`config.mk`:
```
export PLATFORM = sky130hd
export DESIGN_NAME = dram_seq
export DESIGN_NICKNAME = d
export VERILOG_FILES = /design/src/rtl/dram_seq_pkg.sv /design/src/rtl/dram_seq_geom.sv /design/src/rtl/dram_seq_bank_track.sv /design/src/rtl/dram_seq.sv
export SDC_FILE = /design/constraint.sdc
export NUM_CORES = 1
export LEC_CHECK = 0
export CAP_MARGIN = 10
export CORE_ASPECT_RATIO = 1.1
export CORE_MARGIN = 2
export CORE_UTILIZATION = 50
export DETAILED_ROUTE_END_ITERATION = 10
export GPL_ROUTABILITY_DRIVEN = 0
export PLACE_DENSITY = 0.77
export SLEW_MARGIN = 20
export SYNTH_ARGS = -nofsm -noshare
export SYNTH_HDL_FRONTEND = slang
export SYNTH_SLANG_ARGS = --single-unit
```
`constraint.sdc`:
```
create_clock -name clk_i -period 5.5 [get_ports clk_i]
set_input_delay 0.55 -clock clk_i [delete_from_list [all_inputs] [get_ports clk_i]]
set_output_delay 0.55 -clock clk_i [all_outputs]
set_load 0.05 [all_outputs]
```
`src/rtl/dram_seq_pkg.sv`:
```
package dram_seq_pkg;
  typedef enum logic [2:0] {ST_IDLE, ST_PRE, ST_ROW, ST_CAS, ST_GAP} seq_state_e;

  localparam logic [1:0] MODE_NORMAL = 2'b00;
  localparam logic [1:0] MODE_FAST   = 2'b01;

  // log2 of port width in bytes
  function automatic logic [1:0] port_shift(input logic [1:0] code);
    case (code)
      2'b01:   return 2'd0;
      2'b10:   return 2'd1;
      default: return 2'd2;
    endcase
  endfunction

  function automatic logic [1:0] size_shift(input logic [1:0] code);
    return (code == 2'b11) ? 2'd2 : code;
  endfunction

  // page bytes = 512 << page_step
  function automatic logic [1:0] page_step(input logic [1:0] code);
    return (code == 2'b11) ? 2'd2 : code;
  endfunction
endpackage

```
`src/rtl/dram_seq_geom.sv`:
```
module dram_seq_geom import dram_seq_pkg::*; #(
  parameter int ADDR_W = 24,
  parameter int DA_W   = 12
) (
  input  logic [ADDR_W-1:0] addr_i,
  input  logic [1:0]        size_i,
  input  logic [1:0]        port_i,
  input  logic [1:0]        page_i,
  output logic [DA_W-1:0]   row_o,
  output logic [1:0]        ps_o,
  output logic [3:0]        cb_o,
  output logic [1:0]        nb_m1_o
);
  logic [1:0]        ps, os, pg;
  logic [ADDR_W-1:0] row_full;
  logic [2:0]        nb;

  assign ps       = port_shift(port_i);
  assign os       = size_shift(size_i);
  assign pg       = page_step(page_i);
  assign row_full = addr_i >> (4'd9 + {2'b00, pg});
  assign row_o    = row_full[DA_W-1:0];
  assign ps_o     = ps;
  assign cb_o     = 4'd9 + {2'b00, pg} - {2'b00, ps};
  assign nb       = (os > ps) ? (3'd1 << (os - ps)) : 3'd1;
  assign nb_m1_o  = 2'(nb - 3'd1);
endmodule

```
`src/rtl/dram_seq_bank_track.sv`:
```
module dram_seq_bank_track #(
  parameter int NBANK   = 2,
  parameter int DA_W    = 12,
  parameter int IDLE_TO = 16,
  localparam int BANK_W = (NBANK > 1) ? $clog2(NBANK) : 1,
  localparam int IW     = $clog2(IDLE_TO + 1)
) (
  input  logic              clk_i,
  input  logic              rst_ni,
  input  logic              busy_i,
  input  logic [BANK_W-1:0] cur_bank_i,
  input  logic              set_i,
  input  logic [DA_W-1:0]   set_row_i,
  input  logic              clr_i,
  input  logic [BANK_W-1:0] req_bank_i,
  input  logic [DA_W-1:0]   req_row_i,
  output logic              hit_o,
  output logic [NBANK-1:0]  open_o
);
  logic [NBANK-1:0] hit_b;

  for (genvar b = 0; b < NBANK; b++) begin : g_bank
    logic            open_q;
    logic [DA_W-1:0] row_q;
    logic [IW-1:0]   idle_q;
    logic            in_use, expire;

    assign in_use = busy_i && (cur_bank_i == BANK_W'(b));
    assign expire = open_q && !in_use && (idle_q == IW'(IDLE_TO - 1));

    always_ff @(posedge clk_i or negedge rst_ni) begin
      if (!rst_ni) begin
        open_q <= 1'b0;
        row_q  <= '0;
        idle_q <= '0;
      end else begin
        if (set_i && in_use) begin
          open_q <= 1'b1;
          row_q  <= set_row_i;
        end else if ((clr_i && req_bank_i == BANK_W'(b)) || expire) begin
          open_q <= 1'b0;
        end
        if (!open_q || in_use || expire) idle_q <= '0;
        else                             idle_q <= idle_q + IW'(1);
      end
    end

    assign open_o[b] = open_q;
    assign hit_b[b]  = open_q && !expire && (row_q == req_row_i);
  end

  assign hit_o = hit_b[req_bank_i];
endmodule

```
`src/rtl/dram_seq.sv`:
```
module dram_seq import dram_seq_pkg::*; #(
  parameter int NBANK   = 2,
  parameter int ADDR_W  = 24,
  parameter int DA_W    = 12,
  parameter int TMR_W   = 4,
  parameter int IDLE_TO = 16,
  localparam int BANK_W = (NBANK > 1) ? $clog2(NBANK) : 1
) (
  input  logic               clk_i,
  input  logic               rst_ni,
  input  logic               req_i,
  input  logic [BANK_W-1:0]  req_bank_i,
  input  logic [ADDR_W-1:0]  req_addr_i,
  input  logic [1:0]         req_size_i,
  input  logic [2*NBANK-1:0] cfg_mode_i,
  input  logic [2*NBANK-1:0] cfg_port_i,
  input  logic [2*NBANK-1:0] cfg_page_i,
  input  logic [TMR_W-1:0]   t_rp_i,
  input  logic [TMR_W-1:0]   t_rcd_i,
  input  logic [TMR_W-1:0]   t_cas_i,
  output logic               busy_o,
  output logic [NBANK-1:0]   ras_n_o,
  output logic               cas_n_o,
  output logic [DA_W-1:0]    da_o,
  output logic               beat_o,
  output logic [ADDR_W-1:0]  beat_addr_o,
  output logic               done_o
);
  seq_state_e        state_q;
  logic [TMR_W-1:0]  cnt_q;
  logic [BANK_W-1:0] bank_q;
  logic [ADDR_W-1:0] base_q;
  logic [1:0]        ps_q, nb_m1_q, beat_q;
  logic [3:0]        cb_q;
  logic [DA_W-1:0]   row_q;
  logic              every_row_q, keep_q;

  logic [1:0]        sel_mode, sel_port, sel_page;
  logic [DA_W-1:0]   g_row;
  logic [1:0]        g_ps, g_nb_m1;
  logic [3:0]        g_cb;
  logic              trk_hit, req_fast, req_hit, acc, last_cas, last_beat, busy, act;
  logic [NBANK-1:0]  trk_open;

  assign sel_mode = cfg_mode_i[{req_bank_i, 1'b0} +: 2];
  assign sel_port = cfg_port_i[{req_bank_i, 1'b0} +: 2];
  assign sel_page = cfg_page_i[{req_bank_i, 1'b0} +: 2];

  dram_seq_geom #(.ADDR_W(ADDR_W), .DA_W(DA_W)) u_geom (
    .addr_i (req_addr_i),
    .size_i (req_size_i),
    .port_i (sel_port),
    .page_i (sel_page),
    .row_o  (g_row),
    .ps_o   (g_ps),
    .cb_o   (g_cb),
    .nb_m1_o(g_nb_m1)
  );

  assign busy      = state_q != ST_IDLE;
  assign acc       = !busy && req_i;
  assign req_fast  = sel_mode == MODE_FAST;
  assign req_hit   = req_fast && trk_hit;
  assign last_cas  = (state_q == ST_CAS) && (cnt_q == TMR_W'(1));
  assign last_beat = beat_q == nb_m1_q;

  dram_seq_bank_track #(.NBANK(NBANK), .DA_W(DA_W), .IDLE_TO(IDLE_TO)) u_track (
    .clk_i     (clk_i),
    .rst_ni    (rst_ni),
    .busy_i    (busy),
    .cur_bank_i(bank_q),
    .set_i     (last_cas && last_beat && keep_q),
    .set_row_i (row_q),
    .clr_i     (acc && !req_hit),
    .req_bank_i(req_bank_i),
    .req_row_i (g_row),
    .hit_o     (trk_hit),
    .open_o    (trk_open)
  );

  function automatic logic [TMR_W-1:0] ld(input logic [TMR_W-1:0] t);
    return (t == '0) ? TMR_W'(1) : t;
  endfunction

  always_ff @(posedge clk_i or negedge rst_ni) begin
    if (!rst_ni) begin
      state_q     <= ST_IDLE;
      cnt_q       <= '0;
      bank_q      <= '0;
      base_q      <= '0;
      ps_q        <= '0;
      nb_m1_q     <= '0;
      beat_q      <= '0;
      cb_q        <= '0;
      row_q       <= '0;
      every_row_q <= 1'b0;
      keep_q      <= 1'b0;
    end else begin
      case (state_q)
        ST_IDLE: if (req_i) begin
          bank_q      <= req_bank_i;
          base_q      <= req_addr_i;
          ps_q        <= g_ps;
          nb_m1_q     <= g_nb_m1;
          cb_q        <= g_cb;
          row_q       <= g_row;
          beat_q      <= '0;
          every_row_q <= sel_mode == MODE_NORMAL;
          keep_q      <= req_fast;
          if (req_hit) begin
            state_q <= ST_CAS;
            cnt_q   <= ld(t_cas_i);
          end else begin
            state_q <= ST_PRE;
            cnt_q   <= ld(t_rp_i);
          end
        end
        ST_PRE: if (cnt_q != TMR_W'(1)) cnt_q <= cnt_q - TMR_W'(1);
                else begin state_q <= ST_ROW; cnt_q <= ld(t_rcd_i); end
        ST_ROW: if (cnt_q != TMR_W'(1)) cnt_q <= cnt_q - TMR_W'(1);
                else begin state_q <= ST_CAS; cnt_q <= ld(t_cas_i); end
        ST_CAS: if (cnt_q != TMR_W'(1)) cnt_q <= cnt_q - TMR_W'(1);
                else if (last_beat) state_q <= ST_IDLE;
                else begin
                  beat_q <= beat_q + 2'd1;
                  if (every_row_q) begin state_q <= ST_PRE; cnt_q <= ld(t_rp_i); end
                  else              state_q <= ST_GAP;
                end
        ST_GAP: begin state_q <= ST_CAS; cnt_q <= ld(t_cas_i); end
        default: state_q <= ST_IDLE;
      endcase
    end
  end

  logic [ADDR_W-1:0] beat_addr, col_mask, col_full;
  assign beat_addr = base_q + (ADDR_W'(beat_q) << ps_q);
  assign col_mask  = (ADDR_W'(1) << cb_q) - ADDR_W'(1);
  assign col_full  = (beat_addr >> ps_q) & col_mask;

  assign act = (state_q == ST_ROW) || (state_q == ST_CAS) || (state_q == ST_GAP);

  for (genvar b = 0; b < NBANK; b++) begin : g_ras
    logic mine;
    assign mine       = busy && (bank_q == BANK_W'(b));
    assign ras_n_o[b] = !(mine ? act : trk_open[b]);
  end

  always_comb begin
    case (state_q)
      ST_ROW:         da_o = row_q;
      ST_CAS, ST_GAP: da_o = col_full[DA_W-1:0];
      default:        da_o = '0;
    endcase
  end

  assign cas_n_o     = state_q != ST_CAS;
  assign busy_o      = busy;
  assign beat_o      = last_cas;
  assign done_o      = last_cas && last_beat;
  assign beat_addr_o = beat_addr;
endmodule

```
==> results.toml, run 1 <==
[outcome]
outcome = "finished, violations left"
violations = "DRC"

[placed_design]
dpl_cell_area_um2 = 7540
port_buffers = 95
dpl.hpwl_mm = 12.95

[cts]
clock_latency_ns = 0.34
clockRootBuffer = "clkbuf_16"
cts_setup_buffers = 0
cts_buffers = 9
clkSlewWorstSetupHoldPaths_ns = 0.07
cts_buffer_depth = 2
clock-sinks = 92
htreeDepth = 3
hold_buffers = 0
cts_tree = "done"
cts_resized = 0

[worst_setup_path]
cp.required_ns = 4.95
cp.arrival_ns = 4.58
start_kind = "flop"
endpoint_kind = "primary output"
crit_fanout = 29
critPathMaxStageDelay_ns = 0.91
critPathTopFamily = "compound AO/OA/AOI/OAI gates"
crit_buf_inv = 1
r2r_slack_ns = 2.46
slowest_stage = "dfrtp_1"
critPathMostFrequentCell = "a21oi_1"
worstPathCellList = "nor2_1 > ha_1 > a21o_1 > a21oi_1 > o21bai_1 > a21oi_1 > nor3_1 > xnor2_1 > mux4_2 > o21ai_0 > clkdlybuf4s50_1"
path_class = "reg2out"

[synth]
yosysUniqueCellTypes = 69
postSynthCellCount = 732
yosys_warnings = 0
synth_top_family_by_area = "simple AND/OR/NAND/NOR gates"
synth-compound-area-share_pct = 15.79
synth_fa_ha_area_share_pct = 4.158
synth_seq_cells = 92
syn-num-nets = 806
synthArstFlopShare_pct = 100.0
synth_area_per_cell_um2 = 8.962
synth_mux_area_share_pct = 13.89
synth_enable_flop_cells = 0
yosys.area_share.simple_pct = 17.43
synth_ff_type = "dfrtp_1"
synth_area_um2 = 6560
synth_xor_area_share_pct = 8.678
yosysSeqAreaShare_pct = 35.09

[route]
drtPass1Iterations = 8
route.layer.met1.wl_mm = 7.264
wl_met3_um = 805
drtAntennaViolNets = 0
highest_layer = "met4"
met2_length_mm = 8.797
drc_errors = 1
wire_per_inst_um = 18.15
vias_per_cell = 6.020
vias = 5761
postRouteWirelength_mm = 17.37
drtIter0Drc = 390

[power_and_ir_drop]
vdd_drop_max_mv = 0.3045
p_leak_nw = 3.376
p_per_area_nw_per_um2 = 579.7
total_power_w = 0.004538

[finish]
fin_util_pct = 61.65
final_common_cell = "clkdlybuf4s50_1"
multi_input_area_um2 = 3935
register_area_um2 = 2302
layout_common_cells = "clkdlybuf4s50_1 (94), dfrtp_1 (92), nand2_1 (77)"
nets = 869
insertedDiodeCount = 0
drive_gt1_share_pct = 9.750
area_growth_syn_to_layout_pct = 19.32
final_cell_area_um2 = 7828
fill_cells = 1089

[grt]
grt_pass1_vias = 5619
grt_first_pass_wirelength_mm = 28.09
grt-ovfl-total = 0
grt_max_degree = 76
antenna_found_initial = 0
grtUsageTotal_pct = 25.14

[timing]
skew_ns = 0.006065
finalMaxSlewViolations = 0
final.min_clock_period_ns = 5.130
fin_setup_tns_ns = 0
hold_violations = 0
setup_viol = 0
max-slew-margin-rel_pct = 34.09
hold_ws_ns = 0.1719
tightestPinTransition_ns = 0.9680
rsz0062_at_grt = "false"
max_freq_mhz = 194.9
min_period_over_period_pct = 93.27

[floorplan]
core_area_um2 = 12700
start_util_pct = 51.67
rows = 43
num_io_pins = 96
die_h_um = 124.1
fp.dieW_um = 113.2
fp.dieArea_um2 = 14050

[min_path]
hold_path_class = "in2async"

[job]
cap_violations = 0
==> cell usage after synthesis, types with 8 or more instances <==
master | n | share of area [%]
a21o_1 | 9 | 1.0
a21oi_1 | 26 | 2.0
and3_1 | 8 | 0.76
clkbuf_1 | 40 | 2.3
dfrtp_1 | 92 | 35
ha_1 | 17 | 3.2
inv_1 | 32 | 1.8
mux2_2 | 44 | 7.6
mux2i_1 | 23 | 3.5
nand2_1 | 78 | 4.5
nand2b_1 | 8 | 0.76
nand3_1 | 22 | 1.7
nor2_1 | 55 | 3.1
nor2b_1 | 15 | 1.4
nor3_1 | 19 | 1.4
nor3b_1 | 8 | 0.92
o21ai_0 | 52 | 4.0
o22ai_1 | 8 | 0.76
xnor2_1 | 39 | 5.2
xor2_1 | 26 | 3.5
==> worst paths after layout <==
check                                                      startpoint  cells after the start                                endpoint
worst max-delay path                              ps_q[1]$_DFFE_PN0P_                     11                                 da_o[7]
worst min-delay path                                           rst_ni                      1                  base_q[19]$_DFFE_PN0P_
worst max register to register                 state_q[1]$_DFFE_PN0P_                      6  u_track.g_bank[0].row_q[9]$_DFFE_PN0P_
worst min register to register  u_track.g_bank[1].idle_q[0]$_DFF_PN0_                      1   u_track.g_bank[1].idle_q[0]$_DFF_PN0_
max in group asynchronous                                      rst_ni                      2                    cnt_q[2]$_DFFE_PN0P_
min in group clk_i              u_track.g_bank[1].idle_q[0]$_DFF_PN0_                      1   u_track.g_bank[1].idle_q[0]$_DFF_PN0_
==> state kept, by name (all words and copies together) (netlist names) <==
| name | count |
|---|---|
| cnt_q | 4 |
| bank_q | 1 |
| cb_q | 4 |
| row_q | 12 |
| nb_m1_q | 2 |
| u_track.g_bank.idle_q | 10 |
| base_q | 24 |
| beat_q | 2 |
| keep_q | 1 |
| u_track.g_bank.row_q | 24 |
| state_q | 3 |
| ps_q | 2 |
| u_track.g_bank.open_q | 2 |
| every_row_q | 1 |
==> area by class of cell <==
| type | instances | area share [%] |
|---|---|---|
| Tap cell | 157 | 2.510 |
| Clock inverter | 5 | 0.4476 |
| Multi-Input combinational cell | 560 | 50.27 |
| Sequential cell | 92 | 29.41 |
| Clock buffer | 11 | 3.229 |
| Inverter | 32 | 1.535 |
| Timing Repair Buffer | 100 | 12.60 |
==> layer usage <==
metal  vias up  GRT usage [%]
li1       2703              -
met1      2840          31.99
met2       178          43.38
met3        40          3.796
met4         0          9.909
met5         -              0
==> where the power goes <==
part | internal (W) | switching (W)
clock network | 0.000332 | 0.000271
registers | 0.000930 | 0.000379
logic | 0.00102 | 0.00160
total | 0.00229 | 0.00225
==> worst reg2reg max path: stages, from the launching register on <==
cell and delay (ns):
dfrtp_1 0.72, nor2b_1 0.33, nand2_1 0.26, nor3_1 0.35, and3_1 0.21, and2_1 0.64
mux2_2 0.42
==> logic make-up after synthesis <==
kind of cell | count (synthesis)
mux | 79
xor+xnor | 65
fa+ha+maj | 20
compound gates | 157
buf+inv | 80
simple gates | 239
flops | 92
==> per-stage QoR <==
stage	setup slack (ns)	std cells
3_5_place_dp	0.7763	941
5_1_grt	0.09936	957
4_1_cts	0.3949	957
3_3_place_gp	0.8919	941
2_1_floorplan	0.2177	732
6_report	0.3702	957
No activity file was read; power rests on OpenSTA's default activity.
==> run 2, diff against run 1 <==
--- a/config.mk
+++ b/config.mk
@@ -5,14 +5,13 @@
 export SDC_FILE = /design/constraint.sdc
 export NUM_CORES = 1
 export LEC_CHECK = 0
-export CAP_MARGIN = 10
 export CORE_ASPECT_RATIO = 1.1
 export CORE_MARGIN = 2
 export CORE_UTILIZATION = 50
 export DETAILED_ROUTE_END_ITERATION = 10
+export DONT_BUFFER_PORTS = 1
 export GPL_ROUTABILITY_DRIVEN = 0
-export PLACE_DENSITY = 0.77
-export SLEW_MARGIN = 20
+export PLACE_DENSITY = 0.68
 export SYNTH_ARGS = -nofsm -noshare
 export SYNTH_HDL_FRONTEND = slang
 export SYNTH_SLANG_ARGS = --single-unit
==> results.toml, run 2 (synthesis results as in run 1) <==
[outcome]
outcome = "finished, violations left"
violations = "DRC"

[job]
cap_violations = 0

[timing]
skew_ns = 0.008131
tightestPinTransition_ns = 1.080
max_freq_mhz = 211.2
fin_setup_tns_ns = 0
final.min_clock_period_ns = 4.736
min_period_over_period_pct = 86.11
rsz0062_at_grt = "false"
setup_viol = 0
finalMaxSlewViolations = 0
hold_violations = 0
max-slew-margin-rel_pct = 29.03

[cts]
cts_buffers = 9
cts_tree = "done"
cts_resized = 0
htreeDepth = 3
clock_latency_ns = 0.35
cts_buffer_depth = 2
clkSlewWorstSetupHoldPaths_ns = 0.07
clock-sinks = 92
clockRootBuffer = "clkbuf_16"

[worst_setup_path]
cp.arrival_ns = 4.19
cp.required_ns = 4.95
endpoint_kind = "primary output"
start_kind = "flop"
crit_fanout = 29
path_class = "reg2out"

[floorplan]
num_io_pins = 96
rows = 43
fp.dieW_um = 113.2
die_h_um = 124.1
fp.dieArea_um2 = 14050
core_area_um2 = 12700
start_util_pct = 51.67

[route]
drtAntennaViolNets = 0
drc_errors = 4
drtIter0Drc = 324
wire_per_inst_um = 18.96
postRouteWirelength_mm = 16.78
drtPass1Iterations = 8
vias_per_cell = 6.104
vias = 5402

[power_and_ir_drop]
p_leak_nw = 3.143
vdd_drop_max_mv = 0.2506
p_per_area_nw_per_um2 = 610.7
total_power_w = 0.004339

[finish]
insertedDiodeCount = 0
final_common_cell = "dfrtp_1"
top_regs = "base_q: 24 flops, u_track.g_bank.row_q: 24 flops, row_q: 12 flops"
layout_common_cells = "dfrtp_1 (92), nand2_1 (77), nor2_1 (55)"
final_cell_area_um2 = 7106
fin_util_pct = 55.96
area_growth_syn_to_layout_pct = 8.316
drive_gt1_share_pct = 14.01
nets = 797

[grt]
antenna_found_initial = 0
grt_pass1_vias = 5227
grt-ovfl-total = 0
grt_first_pass_wirelength_mm = 26.70
grt_max_degree = 93
grtUsageTotal_pct = 24.18

[placed_design]
dpl_cell_area_um2 = 6766
dpl.hpwl_mm = 12.35
port_buffers = 0

[min_path]
hold_path_class = "in2async"
run 2: cell types whose count changed in the layout (fill, tap and decap cells not counted), sizes merged:
cell | before | now
clkinv | 3 | 1
clkinvlp | 1 | 2
bufinv | 0 | 1
buf | 6 | 28
clkdlybuf4s50 | 94 | 0
run 2: worst paths after layout:
| check | from | end | slack, ns | cells past startpoint |
|---|---|---|---|---|
| setup reg to reg | state_q[1]$_DFFE_PN0P_ | u_track.g_bank[0].row_q[5]$_DFFE_PN0P_ | 2.08 | 7 |
| hold / removal | rst_ni | base_q[4]$_DFFE_PN0P_ | 0.1 | 1 |
| max in group asynchronous | rst_ni | u_track.g_bank[1].open_q$_DFFE_PN0P_ | 4.99 | 1 |
| setup / recovery | ps_q[1]$_DFFE_PN0P_ | da_o[10] | 0.76 | 12 |
| min in group clk_i | req_addr_i[4] | base_q[4]$_DFFE_PN0P_ | 0.35 | 1 |
| hold reg to reg | u_track.g_bank[0].idle_q[0]$_DFF_PN0_ | u_track.g_bank[0].idle_q[0]$_DFF_PN0_ | 0.46 | 1 |
run 2: per-layer routing:
metal	part of all wire, %	global-route usage [%]	vias up
li1	-	-	2565
met1	42	29.99	2640
met2	50	40.72	162
met3	5.9	6.083	35
met4	2.5	9.604	0
met5	0	0	-
run 2: report_power, final:
part	internal (W)	switching, W
combinational	0.000828	0.00154
clock	0.000378	0.000278
sequential	0.000929	0.000390
run 2: critical path, stage by stage (launching register included):
cell      delay, ns
dfrtp_1        0.90
nor3b_1        0.14
ha_1           0.25
fa_1           0.42
a21oi_1        0.15
o21bai_1       0.10
a21oi_1        0.36
nor3_1         0.11
xnor2_1        0.23
inv_1          0.29
mux2_2         0.38
a221o_1        0.32
buf_4          0.20
run 2: repair_timing:
item	CTS	global route
endpoints found under the hold margin	92	0
setup buffers	0	0
hold buffers	1	0
run 2: per-stage QoR:
| step | hold WS (ns) | setup slack [ns] | instances |
|---|---|---|---|
| global route | 0.1284 | 0.4263 | 885 |
| detailed placement | 0.2574 | 1.162 | 868 |
| global placement | 0.2569 | 1.272 | 868 |
| floorplan | 0.2544 | 0.2177 | 732 |
| finish | 0.09506 | 0.7642 | 885 |
| CTS | 0.1390 | 0.7864 | 885 |
run 2: cell type report:
| class | count | area [um2] |
|---|---|---|
| inverters | 32 | 120.1 |
| repair buffers | 28 | 230.2 |
| flip-flops and latches | 92 | 2302 |
| clock inverters | 5 | 58.81 |
| well taps | 157 | 196.4 |
| fillers | 1105 | 5592 |
| clock buffers | 11 | 252.7 |
| multi-input cells | 560 | 3945 |
==> run 3, diff against run 2 <==
--- a/config.mk
+++ b/config.mk
@@ -8,6 +8,7 @@
 export CORE_ASPECT_RATIO = 1.1
 export CORE_MARGIN = 2
 export CORE_UTILIZATION = 50
+export CTS_CLUSTER_SIZE = 12
 export DETAILED_ROUTE_END_ITERATION = 10
 export DONT_BUFFER_PORTS = 1
 export GPL_ROUTABILITY_DRIVEN = 0
==> results of run 3 <==
No change in the layout: final DEF, timing and power equal those of run 2.
